**src/rtl/cs_prog_pkg.sv**
```systemverilog
package cs_prog_pkg;
  localparam logic [1:0] SEL_ADDR = 2'd0;
  localparam logic [1:0] SEL_LOW  = 2'd1;
  localparam logic [1:0] SEL_HIGH = 2'd2;

  localparam int INSN_W  = 40;
  localparam int HALF_W  = 20;
  localparam int WORD_W  = INSN_W + 2;

  typedef struct packed {
    logic latchLow;
    logic commit;
  } cs_strobe_t;

  function automatic logic evenPar(input logic [HALF_W-1:0] v);
    return ^v;
  endfunction
endpackage

```
**src/rtl/cs_prog_ctrl.sv**
```systemverilog
module cs_prog_ctrl
  import cs_prog_pkg::*;
#(
  parameter int DEPTH = 8192,
  localparam int AW = $clog2(DEPTH)
) (
  input  logic          clk,
  input  logic          rstN,
  input  logic          wrEn,
  input  logic [1:0]    wrSel,
  input  logic          modeBit,
  input  logic [AW-1:0] wrIndex,
  output cs_strobe_t    strb,
  output logic [AW-1:0] commitAddr,
  output logic          progMode,
  output logic [AW-1:0] index
);
  localparam logic [AW-1:0] LAST = AW'(DEPTH - 1);

  logic addrWrite;

  always_comb begin
    addrWrite     = wrEn && (wrSel == SEL_ADDR);
    strb.latchLow = wrEn && (wrSel == SEL_LOW);
    strb.commit   = wrEn && (wrSel == SEL_HIGH) && progMode;
    commitAddr    = index;
  end

  always_ff @(posedge clk) begin
    if (!rstN) begin
      progMode <= 1'b0;
      index    <= '0;
    end else if (addrWrite) begin
      progMode <= modeBit;
      index    <= wrIndex;
    end else if (strb.commit) begin
      index <= (index == LAST) ? '0 : index + 1'b1;
    end
  end

  a_r6_auto_increment: assert property (@(posedge clk) disable iff (!rstN)
    (strb.commit && index != LAST) |=> (index == $past(index) + 1'b1));

  a_r7_wrap_zero: assert property (@(posedge clk) disable iff (!rstN)
    (strb.commit && index == LAST) |=> (index == '0 && progMode));

  a_r9_ignored_when_off: assert property (@(posedge clk) disable iff (!rstN)
    (wrEn && wrSel == SEL_HIGH && !progMode) |=> ($stable(index) && !progMode));

  a_r8_mode_exit: assert property (@(posedge clk) disable iff (!rstN)
    (addrWrite && !modeBit) |=> !progMode);
endmodule

```
**src/rtl/cs_prog_datapath.sv**
```systemverilog
module cs_prog_datapath
  import cs_prog_pkg::*;
#(
  parameter int DEPTH = 8192,
  localparam int AW = $clog2(DEPTH)
) (
  input  logic              clk,
  input  logic              rstN,
  input  cs_strobe_t        strb,
  input  logic [AW-1:0]     commitAddr,
  input  logic [31:0]       wrData,
  output logic              storeWe,
  output logic [AW-1:0]     storeAddr,
  output logic [WORD_W-1:0] storeData
);
  logic [31:0]       holdLow;
  logic [INSN_W-1:0] insn;

  always_comb insn = {wrData[7:0], holdLow};

  always_ff @(posedge clk) begin
    if (!rstN) begin
      holdLow   <= '0;
      storeWe   <= 1'b0;
      storeAddr <= '0;
      storeData <= '0;
    end else begin
      if (strb.latchLow) holdLow <= wrData;
      storeWe <= strb.commit;
      if (strb.commit) begin
        storeAddr <= commitAddr;
        storeData <= {evenPar(insn[39:20]), evenPar(insn[19:0]), insn};
      end
    end
  end

  a_r5_parity_even: assert property (@(posedge clk) disable iff (!rstN)
    storeWe |-> (^storeData[19:0] == storeData[40]) && (^storeData[39:20] == storeData[41]));

  a_r3_low_no_store: assert property (@(posedge clk) disable iff (!rstN)
    !strb.commit |=> !storeWe);

  a_r4_single_pulse: assert property (@(posedge clk) disable iff (!rstN)
    strb.commit |=> (storeWe && storeAddr == $past(commitAddr)));
endmodule

```
**src/rtl/cs_prog_port.sv**
```systemverilog
module cs_prog_port
  import cs_prog_pkg::*;
#(
  parameter int DEPTH = 8192,
  localparam int AW = $clog2(DEPTH)
) (
  input  logic              clk,
  input  logic              rstN,
  input  logic              csrWrEn,
  input  logic [1:0]        csrSel,
  input  logic [31:0]       csrWrData,
  output logic [31:0]       csrRdData,
  output logic              storeWe,
  output logic [AW-1:0]     storeAddr,
  output logic [WORD_W-1:0] storeData
);
  cs_strobe_t    strb;
  logic [AW-1:0] commitAddr;
  logic          progMode;
  logic [AW-1:0] index;

  cs_prog_ctrl #(.DEPTH(DEPTH)) uCtrl (
    .clk(clk), .rstN(rstN), .wrEn(csrWrEn), .wrSel(csrSel),
    .modeBit(csrWrData[31]), .wrIndex(csrWrData[AW-1:0]),
    .strb(strb), .commitAddr(commitAddr), .progMode(progMode), .index(index)
  );

  cs_prog_datapath #(.DEPTH(DEPTH)) uData (
    .clk(clk), .rstN(rstN), .strb(strb), .commitAddr(commitAddr),
    .wrData(csrWrData), .storeWe(storeWe), .storeAddr(storeAddr),
    .storeData(storeData)
  );

  always_comb begin
    csrRdData = '0;
    if (csrSel == SEL_ADDR) begin
      csrRdData[AW-1:0] = index;
      csrRdData[31]     = progMode;
    end
  end

  a_r1_reset_idle: assert property (@(posedge clk)
    !rstN |=> (!storeWe && !progMode && index == '0));
endmodule

```
**config.mk**
```make
export PLATFORM = sky130hd
export DESIGN_NAME = cs_prog_port
export DESIGN_NICKNAME = d
export VERILOG_FILES = /design/src/rtl/cs_prog_pkg.sv /design/src/rtl/cs_prog_ctrl.sv /design/src/rtl/cs_prog_datapath.sv /design/src/rtl/cs_prog_port.sv
export SDC_FILE = /design/constraint.sdc
export NUM_CORES = 1
export LEC_CHECK = 0
export BUFFER_PORTS_ARGS = -buffer_cell sky130_fd_sc_hd__buf_2
export CAP_MARGIN = 10
export CORE_ASPECT_RATIO = 0.7
export CORE_UTILIZATION = 50
export CTS_CLUSTER_DIAMETER = 120
export DETAILED_ROUTE_END_ITERATION = 10
export HOLD_SLACK_MARGIN = 0.06
export PLACE_DENSITY = 0.82
export SLEW_MARGIN = 40
export SYNTH_ARGS = -nofsm -noshare
export SYNTH_HDL_FRONTEND = slang
export SYNTH_SLANG_ARGS = --single-unit
```
**constraint.sdc**
```tcl
create_clock -name clk -period 1.7 [get_ports clk]
set_input_delay 0.17 -clock clk [delete_from_list [all_inputs] [get_ports clk]]
set_output_delay 0.17 -clock clk [all_outputs]
set_load 0.01 [all_outputs]
```
==> impl_metrics.py <==
metrics = {
    "die": {
        "dieWidth_um": 114.2,
        "coreArea_um2": 8513,
        "start_util_pct": 51.72,
        "ios": 125,
        "dieArea_um2": 9191,
        "fp.dieH_um": 80.51,
        "rows": 28,
    },
    "place": {
        "gp_congestion": 0.8891,
        "dpl.hpwl_um": 7911,
        "io_buffers": 106,
    },
    "timing": {
        "min_period_ns": 1.599,
        "max_freq_ghz": 0.6256,
        "skew_ns": 0.004982,
        "tightest_slew_ns": 0.6062,
        "max_slew_margin_pct": 59.59,
        "fin_crit_sh_pct": 94.03,
        "hold_ws_ns": 0.06623,
        "hold_viol": 0,
        "setup_viol": 0,
        "slew_viol_final": 0,
    },
    "routing": {
        "initialDrtViolationCount": 291,
        "drt_wl_total_um": 11040,
        "vias": 3983,
        "ant_nets": 0,
        "drc_errors": 0,
        "vias_per_cell": 5.080,
        "dr.pass1.iters": 5,
        "routedWlPerCell_um": 14.08,
    },
    "clock_tree": {
        "clkLatencyLatePin_ns": 0.34,
        "numCtsBuffers": 9,
        "cts-root-buf": "clkbuf_16",
        "path_clk_slew_ns": 0.07,
        "cts_tree": "done",
        "ctsHtreeMaxLevel": 3,
        "clock_path_buffers": 2,
        "clock_sinks": 102,
    },
    "worst_setup_path": {
        "worstReg2RegStart": "uData.holdLow[16]$_SDFFE_PN0P_",
        "crit_path_cell_trace": "xnor2_1 -> xnor2_1 -> xnor3_1 -> xnor2_2 -> a21oi_1",
        "cp_slowest_cell": "xnor3_1",
        "start_kind": "register",
        "required_ns": 1.93,
        "cpMostUsedCell": "xnor2_1",
        "path_delay_family": "XOR/XNOR gates",
        "cpPeakStageDelay_ns": 0.45,
        "critPathCaptureType": "register",
        "reg2regPathDepth": 5,
        "path_max_fanout": 3,
        "critPathBufInv": 0,
        "path_depth": 5,
        "critPathKind": "register to register",
        "reg2reg_to": "uData.storeData[40]$_SDFFE_PN0P_",
        "reg2reg_slack_ns": 0.10,
        "worstPathArrival_ns": 1.83,
    },
    "logic_synthesis": {
        "yosysSeqAreaShare_pct": 46.38,
        "syn_inst": 551,
        "ys_seq_elements": 102,
        "synth_area_per_cell_um2": 7.991,
        "ys.warnings.count": 0,
        "synth_area_um2": 4403,
        "ys_types": 39,
    },
    "global_route": {
        "grt_max_degree": 48,
        "gr-total-overflow": 0,
        "grt_pass1_wl_um": 17500,
        "track_usage_pct": 24.79,
        "grt_pass1_vias": 3533,
        "antenna_found_initial": 0,
    },
    "hold_path": {
        "min_to": "uData.holdLow[14]$_SDFFE_PN0P_",
        "min_from": "csrWrData[14]",
        "hold_path_class": "primary input to register",
        "min_path_cells": 3,
    },
    "final_layout": {
        "diodes": 0,
        "drive_above_1_share_pct": 23.64,
        "area_growth_pct": 23.30,
        "num-nets-final": 697,
        "final_common_cell": "nand2_1",
        "final_cell_mix": "184 x nand2_1, 106 x buf_2, 101 x dfxtp_1",
    },
    "status": {
        "status": "complete, no violations",
    },
    "pwr": {
        "power_density_nw_per_um2": 927.6,
        "ir_drop_mv": 0.7491,
        "finalPower_mw": 5.036,
        "p_leak_nw": 2.237,
    },
    "flow_run": {
        "max_cap_violations": 0,
    },
}
[how the worst max path moves through the flow]
stage                                                start                               end
after floorplan           uCtrl.commitAddr[0]$_SDFFE_PN0P_  uCtrl.commitAddr[1]$_SDFFE_PN0P_
final                       uData.holdLow[16]$_SDFFE_PN0P_  uData.storeData[40]$_SDFFE_PN0P_
after global routing      uCtrl.commitAddr[1]$_SDFFE_PN0P_  uCtrl.commitAddr[7]$_SDFFE_PN0P_
after detailed placement  uCtrl.commitAddr[0]$_SDFFE_PN0P_  uCtrl.commitAddr[1]$_SDFFE_PN0P_
after global placement    uCtrl.commitAddr[0]$_SDFFE_PN0P_  uCtrl.commitAddr[1]$_SDFFE_PN0P_
after CTS                 uCtrl.commitAddr[0]$_SDFFE_PN0P_  uCtrl.commitAddr[1]$_SDFFE_PN0P_
[state kept, by name (all words and copies together) (netlist names)]
| signal | cells |
|---|---|
| uData.storeData | 42 |
| uData.holdLow | 32 |
| uCtrl.commitAddr | 13 |
| uData.storeAddr | 13 |
| uCtrl.progMode | 1 |
| uData.storeWe | 1 |
[timing repair]
action	CTS	global route
resized for setup	0	4
endpoints found under the setup margin	0	6
hold endpoints to repair	5	0
hold buffers	5	0
buffers inserted	0	1
[report_power, final]
part	switching, mW	total [mW]	leakage (nW)	internal, mW
Clock	0.898	2.09	0.149	1.19
Combinational	0.260	0.478	1.26	0.219
Sequential	0.0406	2.47	0.825	2.43
Total	1.20	5.04	2.24	3.84
[synth_stat cells, drive strengths merged]
library cell | number | area share [%]
a211oi | 1 | 0.28
a21oi | 97 | 11
a222oi | 4 | 0.91
a22oi | 1 | 0.17
a2bb2oi | 1 | 0.20
a31o | 1 | 0.20
and2 | 13 | 1.8
buf | 29 | 4.7
clkbuf | 21 | 1.8
conb | 1 | 0.085
dfxtp | 102 | 46
dlygate4sd1 | 1 | 0.20
ha | 1 | 0.28
inv | 4 | 0.34
mux2i | 1 | 0.23
nand2 | 184 | 16
nand2b | 1 | 0.31
nand3 | 9 | 1.0
nand3b | 1 | 0.17
nand4 | 3 | 0.77
nor2 | 12 | 1.3
nor2b | 1 | 0.14
nor3 | 7 | 1.1
nor4 | 4 | 0.57
o21ai | 3 | 0.34
or2 | 3 | 0.43
xnor2 | 34 | 6.8
xnor3 | 2 | 1.0
xor2 | 9 | 1.8
[worst min-delay path: stages]
cell	delay, ns
buf_2	0.10
nand2_1	0.04
a21oi_1	0.05
[final cells by class]
| class | instances | area [um^2] |
|---|---|---|
| multi-input combinational | 411 | 2145 |
| sequential | 102 | 2043 |
| timing repair buffer | 131 | 768.2 |
| inverter | 4 | 15.01 |
| fill | 746 | 3084 |
| clock inverter | 6 | 68.82 |
| tap | 120 | 150.1 |
| clock buffer | 10 | 239.0 |
[cell families after synthesis]
group                      after synthesis  synth area share (%)
AOI/OAI and AO/OA                      108                 13.21
and+or+nand+nor                        238                 23.25
muxes                                    1                0.2273
DFF                                    102                 46.38
xor gates and xnor gates                45                 9.577
buffers and inverters                   55                 6.991
adders and majority gates                1                0.2841
other                                    1               0.08517
[through the flow]
step / std cells / TNS, ns / worst slack, ns / util, % / cell area, um^2
floorplan: 568 / 0 / 0.1523 / - / 4467
global placement: 762 / 0 / 0.1217 / 59.23 / 5042
detailed placement: 762 / 0 / 0.06458 / 59.23 / 5042
CTS: 783 / 0 / 0.03683 / 63.43 / 5400
global route: 784 / -0.008182 / -0.008182 / 63.77 / 5429
finish: 784 / 0 / 0.1014 / 63.77 / 5429
[metal layers]
layer	up-vias	GRT usage (%)	share of wire, %	wire length (um)
met5	-	0	0	0
met4	0	5.714	0.73	81
met3	12	7.321	9.7	1075
met2	168	37.45	44	4874
met1	1833	34.63	45	5011
li1	1970	-	-	-
Power figures use the tool's default switching activity.
